==> config.mk <==
export PLATFORM = sky130hd
export DESIGN_NAME = dist_locator
export DESIGN_NICKNAME = d
export VERILOG_FILES = /design/src/rtl/dl_pkg.sv /design/src/rtl/dl_div.sv /design/src/rtl/dl_table.sv /design/src/rtl/dist_locator.sv
export SDC_FILE = /design/constraint.sdc
export NUM_CORES = 1
export LEC_CHECK = 0
export BUFFER_PORTS_ARGS = -buffer_cell sky130_fd_sc_hd__buf_2
export CAP_MARGIN = 20
export CORE_ASPECT_RATIO = 1.2
export CORE_MARGIN = 2
export CORE_UTILIZATION = 30
export CTS_BUF_LIST = sky130_fd_sc_hd__clkbuf_16
export DETAILED_ROUTE_END_ITERATION = 7
export HOLD_SLACK_MARGIN = 0.08
export PLACE_DENSITY = 0.54
export SKIP_LAST_GASP = 1
export SLEW_MARGIN = 10
export SYNTH_ARGS = -nofsm -noshare
export SYNTH_HDL_FRONTEND = slang
export SYNTH_SLANG_ARGS = --single-unit
==> constraint.sdc <==
create_clock -name clk -period 19 [get_ports clk]
set_input_delay 1.9 -clock clk [delete_from_list [all_inputs] [get_ports clk]]
set_output_delay 1.9 -clock clk [all_outputs]
set_load 0.02 [all_outputs]
==> src/rtl/dl_pkg.sv <==
package dl_pkg;
  typedef enum logic [2:0] {
    S_IDLE,
    S_DIVZ,
    S_FETCH,
    S_CMP,
    S_DIVT
  } dl_state_t;
endpackage

==> src/rtl/dl_div.sv <==
module dl_div #(
  parameter int DW = 26
) (
  input  logic          clk,
  input  logic          rst,
  input  logic          start,
  input  logic [DW-1:0] num,
  input  logic [DW-1:0] den,
  output logic          done,
  output logic [DW-1:0] quo
);
  localparam int CW = $clog2(DW + 1);

  logic [DW-1:0] rem_q, den_q;
  logic [CW-1:0] cnt;
  logic          run;
  logic [DW:0]   shifted;
  logic          fits;
  logic [DW:0]   rem_n;

  always_comb begin
    shifted = {rem_q, quo[DW-1]};
    fits    = shifted >= {1'b0, den_q};
    rem_n   = fits ? shifted - {1'b0, den_q} : shifted;
  end

  always_ff @(posedge clk) begin
    if (rst) begin
      rem_q <= '0;
      den_q <= '0;
      quo   <= '0;
      cnt   <= '0;
      run   <= 1'b0;
      done  <= 1'b0;
    end else begin
      done <= 1'b0;
      if (start) begin
        rem_q <= '0;
        den_q <= den;
        quo   <= num;
        cnt   <= CW'(DW);
        run   <= 1'b1;
      end else if (run) begin
        rem_q <= rem_n[DW-1:0];
        quo   <= {quo[DW-2:0], fits};
        cnt   <= cnt - 1'b1;
        if (cnt == CW'(1)) begin
          run  <= 1'b0;
          done <= 1'b1;
        end
      end
    end
  end
endmodule

==> src/rtl/dl_table.sv <==
module dl_table #(
  parameter int N = 17,
  parameter int W = 16
) (
  input  logic                 clk,
  input  logic                 we,
  input  logic [$clog2(N)-1:0] waddr,
  input  logic [W-1:0]         wdata,
  input  logic [$clog2(N)-1:0] raddr,
  output logic [W-1:0]         rdata
);
  logic [W-1:0] mem [N];

  always_ff @(posedge clk) begin
    if (we) mem[waddr] <= wdata;
    rdata <= mem[raddr];
  end
endmodule

==> src/rtl/dist_locator.sv <==
module dist_locator #(
  parameter int VW       = 12,
  parameter int IW       = 12,
  parameter int ZF       = 4,
  parameter int ZW       = 16,
  parameter int NPTS     = 17,
  parameter int STEP_PCT = 5,
  parameter int FRACB    = 10
) (
  input  logic                    clk,
  input  logic                    rst,
  input  logic                    in_valid,
  input  logic [VW-1:0]           volt_i,
  input  logic [IW-1:0]           cur_i,
  input  logic                    tbl_we,
  input  logic [$clog2(NPTS)-1:0] tbl_addr,
  input  logic [ZW-1:0]           tbl_data,
  output logic [FRACB:0]          dist_o,
  output logic                    trip_o,
  output logic                    invalid_o,
  output logic                    done_o,
  output logic                    busy_o
);
  import dl_pkg::*;

  localparam int IXW   = $clog2(NPTS);
  localparam int DW    = ZW + FRACB;
  localparam int DISTW = FRACB + 1;
  localparam int REACH = ((NPTS - 1) * (1 << FRACB) * STEP_PCT) / 100;
  localparam logic [IXW-1:0] LAST = IXW'(NPTS - 1);

  dl_state_t     st;
  logic [ZW-1:0] zmeas, zlo, rd;
  logic [IXW-1:0] idx;
  logic          accept, go_div, hit, div_start, div_done;
  logic [DW-1:0] div_num, div_den, div_q;
  logic [31:0]   seg_sum, dist_calc;

  always_comb begin
    accept    = in_valid && (st == S_IDLE);
    go_div    = accept && (cur_i != '0);
    hit       = (st == S_CMP) && (idx != '0) && (rd >= zmeas);
    div_start = go_div || hit;
    div_num   = (st == S_IDLE) ? DW'({volt_i, {ZF{1'b0}}}) : {zmeas - zlo, {FRACB{1'b0}}};
    div_den   = (st == S_IDLE) ? DW'(cur_i) : DW'(rd - zlo);
    seg_sum   = (32'(idx) - 32'd1) * (32'd1 << FRACB) + 32'(div_q);
    dist_calc = seg_sum * 32'(STEP_PCT) / 32'd100;
  end

  dl_div #(.DW(DW)) u_div (
    .clk   (clk),
    .rst   (rst),
    .start (div_start),
    .num   (div_num),
    .den   (div_den),
    .done  (div_done),
    .quo   (div_q)
  );

  dl_table #(.N(NPTS), .W(ZW)) u_tbl (
    .clk   (clk),
    .we    (tbl_we),
    .waddr (tbl_addr),
    .wdata (tbl_data),
    .raddr (idx),
    .rdata (rd)
  );

  always_ff @(posedge clk) begin
    if (rst) begin
      st        <= S_IDLE;
      zmeas     <= '0;
      zlo       <= '0;
      idx       <= '0;
      dist_o    <= '0;
      trip_o    <= 1'b0;
      invalid_o <= 1'b0;
      done_o    <= 1'b0;
      busy_o    <= 1'b0;
    end else begin
      done_o <= 1'b0;
      case (st)
        S_IDLE: if (accept) begin
          if (cur_i == '0) begin
            done_o    <= 1'b1;
            invalid_o <= 1'b1;
            trip_o    <= 1'b0;
            dist_o    <= '0;
          end else begin
            busy_o <= 1'b1;
            st     <= S_DIVZ;
          end
        end
        S_DIVZ: if (div_done) begin
          zmeas <= div_q[ZW-1:0];
          idx   <= '0;
          st    <= S_FETCH;
        end
        S_FETCH: st <= S_CMP;
        S_CMP: begin
          if (idx == '0) begin
            if (zmeas < rd) begin
              st        <= S_IDLE;
              busy_o    <= 1'b0;
              done_o    <= 1'b1;
              invalid_o <= 1'b0;
              trip_o    <= 1'b1;
              dist_o    <= '0;
            end else begin
              zlo <= rd;
              idx <= IXW'(1);
              st  <= S_FETCH;
            end
          end else if (rd >= zmeas) begin
            st <= S_DIVT;
          end else if (idx == LAST) begin
            st        <= S_IDLE;
            busy_o    <= 1'b0;
            done_o    <= 1'b1;
            invalid_o <= 1'b0;
            trip_o    <= 1'b0;
            dist_o    <= DISTW'(REACH);
          end else begin
            zlo <= rd;
            idx <= idx + 1'b1;
            st  <= S_FETCH;
          end
        end
        S_DIVT: if (div_done) begin
          st        <= S_IDLE;
          busy_o    <= 1'b0;
          done_o    <= 1'b1;
          invalid_o <= 1'b0;
          trip_o    <= 1'b1;
          dist_o    <= dist_calc[DISTW-1:0];
        end
        default: st <= S_IDLE;
      endcase
    end
  end
endmodule

After elaboration in Yosys (flattened, before gate mapping)
Memories as Yosys holds them, arrays and structs flattened. A register that Yosys moved wholly into a read port is not among the register bits.
Cells that the tools add are included.
W data, S select, Z words.
{"block": "totals", "n_memories": 1, "ram_bits": 272, "output_inout_bits": 15, "ff_bits": 140}
{"name": "u_tbl.mem", "depth": 17, "word_bits": 16, "rd": 1, "rd_clocked_by_memory_dff": 1, "wr": 1, "line": "dl_table.sv:12", "rtl": "logic [W-1:0] mem [N];"}
{"block": "op_classes", "n_mul": 1, "div_mod_pow": 1, "n_bitwise": 1, "n_reduce_logical": 21, "addsub": 7, "eq_ne": 19, "n_mux": 65, "magnitude_cmp": 3}
{"cell": "$mux W26", "count": 5}
{"cell": "$mux W11", "count": 7}
{"cell": "$mux W16", "count": 4}
{"cell": "$mux W5", "count": 7}
{"cell": "$pmux W11 S3", "count": 1}
{"cell": "$div A32 B7 Y32 const B", "count": 1}
{"cell": "$mul A32 B3 Y32 const B", "count": 1}
{"cell": "$add A16 B27 Y28", "count": 1}
{"cell": "$ge A27 B26 Y1", "count": 1}
{"cell": "$mux W1", "count": 27}
{"cell": "$sub A26 B26 Y26", "count": 1}
{"cell": "$mux W3", "count": 6}
{"cell": "$sub A16 B16 Y17", "count": 1}
{"cell": "$ge A16 B16 Y1", "count": 1}
{"cell": "$lt A16 B16 Y1", "count": 1}
{"cell": "$sub A16 B16 Y16", "count": 1}
{"cell": "$pmux W3 S5", "count": 1}
{"cell": "$reduce_and A7 Y1", "count": 2}
{"cell": "$logic_not A12 Y1", "count": 1}
{"cell": "$pmux W1 S3", "count": 4}
{"cell": "$reduce_bool A12 Y1", "count": 1}
{"cell": "$ne A2 B2 Y1 const B", "count": 5}
{"cell": "$pmux W5 S2", "count": 1}
{"cell": "$ne A3 B3 Y1 const B", "count": 3}
{"cell": "other kinds (25)", "count": 34}

Depth between registers and ports, before layout
{"block": "depth", "word_depth": 6, "depth_mapped": 97, "ltp_nobuf": 83}

Hierarchy
Synthesis repeated with hierarchy kept, for this count alone.
{"block": "hier_totals", "hier_cells": 2796, "hier_area_um2": 28309.7}
{"mod": "dist_locator", "seq_area_each_um2": 1101.1, "instances": 1, "cells_each": 1735, "area_per_inst_um2": 12484.5}
{"mod": "dl_table", "seq_area_each_um2": 8488.1, "instances": 1, "cells_each": 474, "area_per_inst_um2": 10871.7}
{"mod": "dl_div", "seq_area_each_um2": 1701.6, "instances": 1, "cells_each": 587, "area_per_inst_um2": 4953.5}

Worst setup path after synthesis
OpenSTA, ideal clock, no wires.
{"block": "synth_path", "kind": "flip-flop to flip-flop", "from": "register idx[1]", "to": "register dist_o[0]", "n_path_buf": 11, "stages_incl_launch_ff": 95, "t_arrival_ns": 20.662, "period_less_slack_ns": 20.779, "required_time_ns": 18.884, "setup_ns": 0.116, "slack_ns": -1.779, "path_cell_list": "dfxtp_1 > clkbuf_1 > buf_1 > buf_1 > inv_1 > ha_1 > xor2_1 > ha_1 > nor2b_1 > o21ai_0 > nand2_1 > a21o_1 > a21o_1 > a21oi_1 > o21ai_0 > a21oi_1 > o21ai_0 > a21o_1 > [59 not listed] > o31a_1 > buf_4 > o31a_1 > o221ai_2 > or2_1 > buf_4 > mux2i_1 > nor2_1 > mux2i_1 > buf_2 > nor2_1 > o31a_1 > o31ai_1 > a31oi_1 > o311ai_0 > o211ai_1 > xnor2_1 > a41o_1"}
{"block": "synth_via", "elab_chain_len": 6}
{"element": "from (decl)", "line": "dist_locator.sv:34", "rtl": "logic [IXW-1:0] idx;"}
{"element": "from (signal assigned)", "line": "dist_locator.sv:125", "rtl": "idx <= idx + 1'b1;"}
{"element": "$sub A5 B1 Y6", "line": "dist_locator.sv:46", "rtl": "seg_sum = (32'(idx) - 32'd1) * (32'd1 << FRACB) + 32'(div_q);"}
{"element": "$add A16 B27 Y28", "line": "dist_locator.sv:46"}
{"element": "$mul A32 B3 Y32", "line": "dist_locator.sv:47", "rtl": "dist_calc = seg_sum * 32'(STEP_PCT) / 32'd100;"}
{"element": "$div A32 B7 Y32", "line": "dist_locator.sv:47"}
{"element": "$mux W11", "line": "dist_locator.sv:129", "rtl": "S_DIVT: if (div_done) begin"}
{"element": "$pmux W11 S3", "line": "dist_locator.sv:82", "rtl": "case (st)"}
{"element": "to (signal assigned)", "line": "dist_locator.sv:122", "rtl": "dist_o <= DISTW'(REACH);"}
{"element": "to (signal assigned)", "line": "dist_locator.sv:135", "rtl": "dist_o <= dist_calc[DISTW-1:0];"}
{"element": "to (decl)", "line": "dist_locator.sv:18", "rtl": "output logic [FRACB:0] dist_o,"}
Parallel ways exist; a longest one is shown, timed or not. The select of a mux whose other input is x is not followed.
A chain may end at the register's enable or synchronous reset.

Worst setup path in the final report
{"block": "layout_path", "from": "register idx[0]", "to": "register dist_o[0]"}
The elaborated chain is that of the path after synthesis.

==> metrics <==
outcome complete, but fails checks; violated checks negative setup slack; simple-gate portion of the synthesized area between 10 and 15%; GRT Total Usage 16.3%; area overhead of the layout relative to synthesis 32.7%; sequential area share after synthesis 39.8%; clock tree from TritonCTS yes; global-route congestion overflow total 0; Die Y-Extent 338 um; post-layout worst setup margin -0.426 ns; beginning of the worst hold path u_tbl.mem[16][2]; count of cells along the worst hold path 1; Die X-Extent between 200 and 300 um; dominant combinational cell family by area after synthesis compound AO/OA/AOI/OAI gates; post-synthesis average cell area 10.2 um^2; Synthesized Nets 2,925; setup violators final 3; insertion delay of the later-clocked pin in the worst-skew pair a little under 0.6 ns; maximum level of the CTS H-tree 2; number of optimization iterations in the first detailed-route pass 5; total non-filler cell area in the finished layout around 0.037 mm^2; starting DRC count in detailed routing roughly 1,400; pin count of the biggest net entering global routing 86; ys async rst share 0%; antenna violations before repair 10; number of enable flip-flop cells after synthesis roughly 270; Post-Syn Instances roughly 2,700; CP Launch Point idx[0]; Least-Margin Pin Slew between 1 and 1.5 ns; xor-xnor portion of the synthesized cell area 5.00%; top_reg_cell synth edfxtp_1; Arrival @ worst endpoint roughly 20 ns; cell at the root of the clock tree clkbuf_16; number of storage elements in the synthesis netlist between 400 and 500; fin util 40.1%; crit path kind flip-flop to flip-flop; Detailed Route WL 80,200 um; number of distinct library cells after synthesis ~130; fillcell total ~9,100; Num CTS Buffers between 40 and 50; top library cells by usage in the layout, fill and taps aside buf_4 (556), edfxtp_1 (272), nor2_1 (239); worst flop-to-flop path endpoint dist_o[0]; number of buffers added on ports 63; number of hold buffers added after CTS 0; startpoint types flip-flop; worst reg2reg path startpoint idx[0]; number of endpoints with negative hold slack in the final report 0; required time reported for the critical path endpoint 19.48 ns; number of nets with antenna violations after detailed routing 0; global-route wire length before repair roughly 130,000 um; standard cell with the maximum stage delay on the critical path o41a_1; Placement Rows ~120; placed cell areas about 0.033 mm^2; number of maximum-capacitance constraint violations 0; biggest area contributors in the synthesized netlist edfxtp_1 (29%), dfxtp_1 (11%), ha_1 (6.6%); clock edge transition at the registers on the reported setup and hold paths roughly 0.060 ns; leading cell type in the layout, fill and taps excluded buf_4; Worst Hold Path EP u_tbl.rdata[2]; fraction of the mapped netlist area in compound gates 20.9%; Min Clock Period, post-route 19.43 ns; GP Congestion about 0.9; clock sink total 419; number of global-route vias before repair 23,400; number of nets in the finished design about 3,500; fraction of synthesized area in multiplexers under 10%; fraction of synthesized cell area taken by the top area cell type between 20% and 30%; unrepaired setup endpoints after global routing yes; worst max-slew margin expressed relative to the limit between 30% and 40%; total via count in the routed design between 20,000 and 25,000; Yosys Warn Count 0; R2R setup slack -0.43 ns; netlist area before placement approximately 0.028 mm^2; Max Root-Sink Buffers 3; Max Fclk roughly 51 MHz; Max Slew Vio Count 0; cell type with the highest aggregate area in the netlist edfxtp_1; total DRC errors in the routed layout 0; Die Area around 0.095 mm^2; delay of the slowest critical-path stage 0.54 ns; I/O pins 64; worst hold path type flip-flop to flip-flop; Post-Synth Adder-Cell Area 7.11%; critical path's most frequent cell buf_4; vias per cell 5.14; maximum fanout count along the critical path 7; sort of element at the end of the critical path flip-flop; starting density of the core between 30% and 40%; share of cells above drive strength 1 35.0%; worst clock skew on the final layout 0.0205 ns; core area 0.0922 mm^2; final period utilization 102%; wire per inst 17.6 um; Final HPWL DP about 57,000 um; count of cells along the worst register-to-register path 91
layout make-up:
type,count,area [um^2],area share [%]
tap,1240,1550,4.19
clock buffer,44,1100,2.97
clock inverter,37,383,1.03
antenna,1,2.50,0.00676
multi-input combinational,2080,17600,47.7
inverter,96,365,0.987
sequential,419,11100,30.1
timing repair buffer,649,4840,13.1
state kept, by name (all words and copies together), names as in the netlist, 3 cells and up:
signal / cells
u_div.den_q: 17
u_div.quo: 26
zlo: 16
u_tbl.rdata: 16
u_div.cnt: 5
u_div.rem_q: 26
u_tbl.mem: 272
dist_o: 11
zmeas: 16
st: 3
idx: 5
cells in the mapped netlist, drive strengths merged (52+ instances only):
master	n
inv	96
dfxtp	147
mux2i	55
nor3	90
a21oi	192
xor2	52
nor2	267
clkbuf	92
ha	148
nand2	182
o21ai	112
xnor2	103
a211oi	90
a21o	96
edfxtp	272
mux4	80
cell families (layout without fill, tap and decap cells):
family,count (synthesis),count (layout)
AND/OR/NAND/NOR,811,811
AO/OA/AOI/OAI,796,796
flip-flops,419,419
buffers and inverters,224,826
multiplexers,162,162
adder cells (fa/ha/maj),156,156
XOR/XNOR,155,155
other,0,1
through the flow:
step	setup WS [ns]	std cells	hold WS, ns	setup TNS (ns)
after CTS	-0.205	4504	0.470	-0.303
final	-0.426	4566	0.464	-0.763
after floorplan	-0.0859	2723	0.446	-0.0859
after detailed placement	-0.979	4377	0.458	-2.37
after global routing	-1.29	4566	0.486	-4.03
after global placement	-0.907	4377	0.453	-2.19
timing repair:
item / in CTS / in global routing
pin swaps: 77 / 80
setup endpoints to repair: 4 / 5
setup buffers: 46 / 58
gates cloned: 0 / 1
gates resized for setup: 108 / 146
layer usage:
metal  part of all wire [%]  track usage, %  wire length, um
met3                    2.9            2.13             2330
met1                     42            19.6            33900
met4                    1.8            3.49             1470
met2                     53            30.9            42400
met5                  0.092               0               74
worst max-delay path: cells and delay by family, from the launching register on:
kind / cells / cell delay (ns)
compound gates: 47 / 10.62
flops: 1 / 0.36
fa+ha+maj: 4 / 0.97
mux: 3 / 0.92
buf+inv: 12 / 1.76
simple gates: 20 / 3.80
xor+xnor: 5 / 0.82
how the worst max path moves through the flow:
stage           endpoint  slack, ns  cells past startpoint
2_1_floorplan  dist_o[0]      -0.09                     92
3_3_place_gp   dist_o[0]      -0.91                     86
3_5_place_dp   dist_o[0]      -0.98                     86
4_1_cts        dist_o[0]      -0.20                     91
5_1_grt        dist_o[0]      -1.29                     93
6_report       dist_o[0]      -0.43                     91
Power is not shown: default switching activity piles up to over one toggle a cycle in this logic, so the estimate is an artifact.
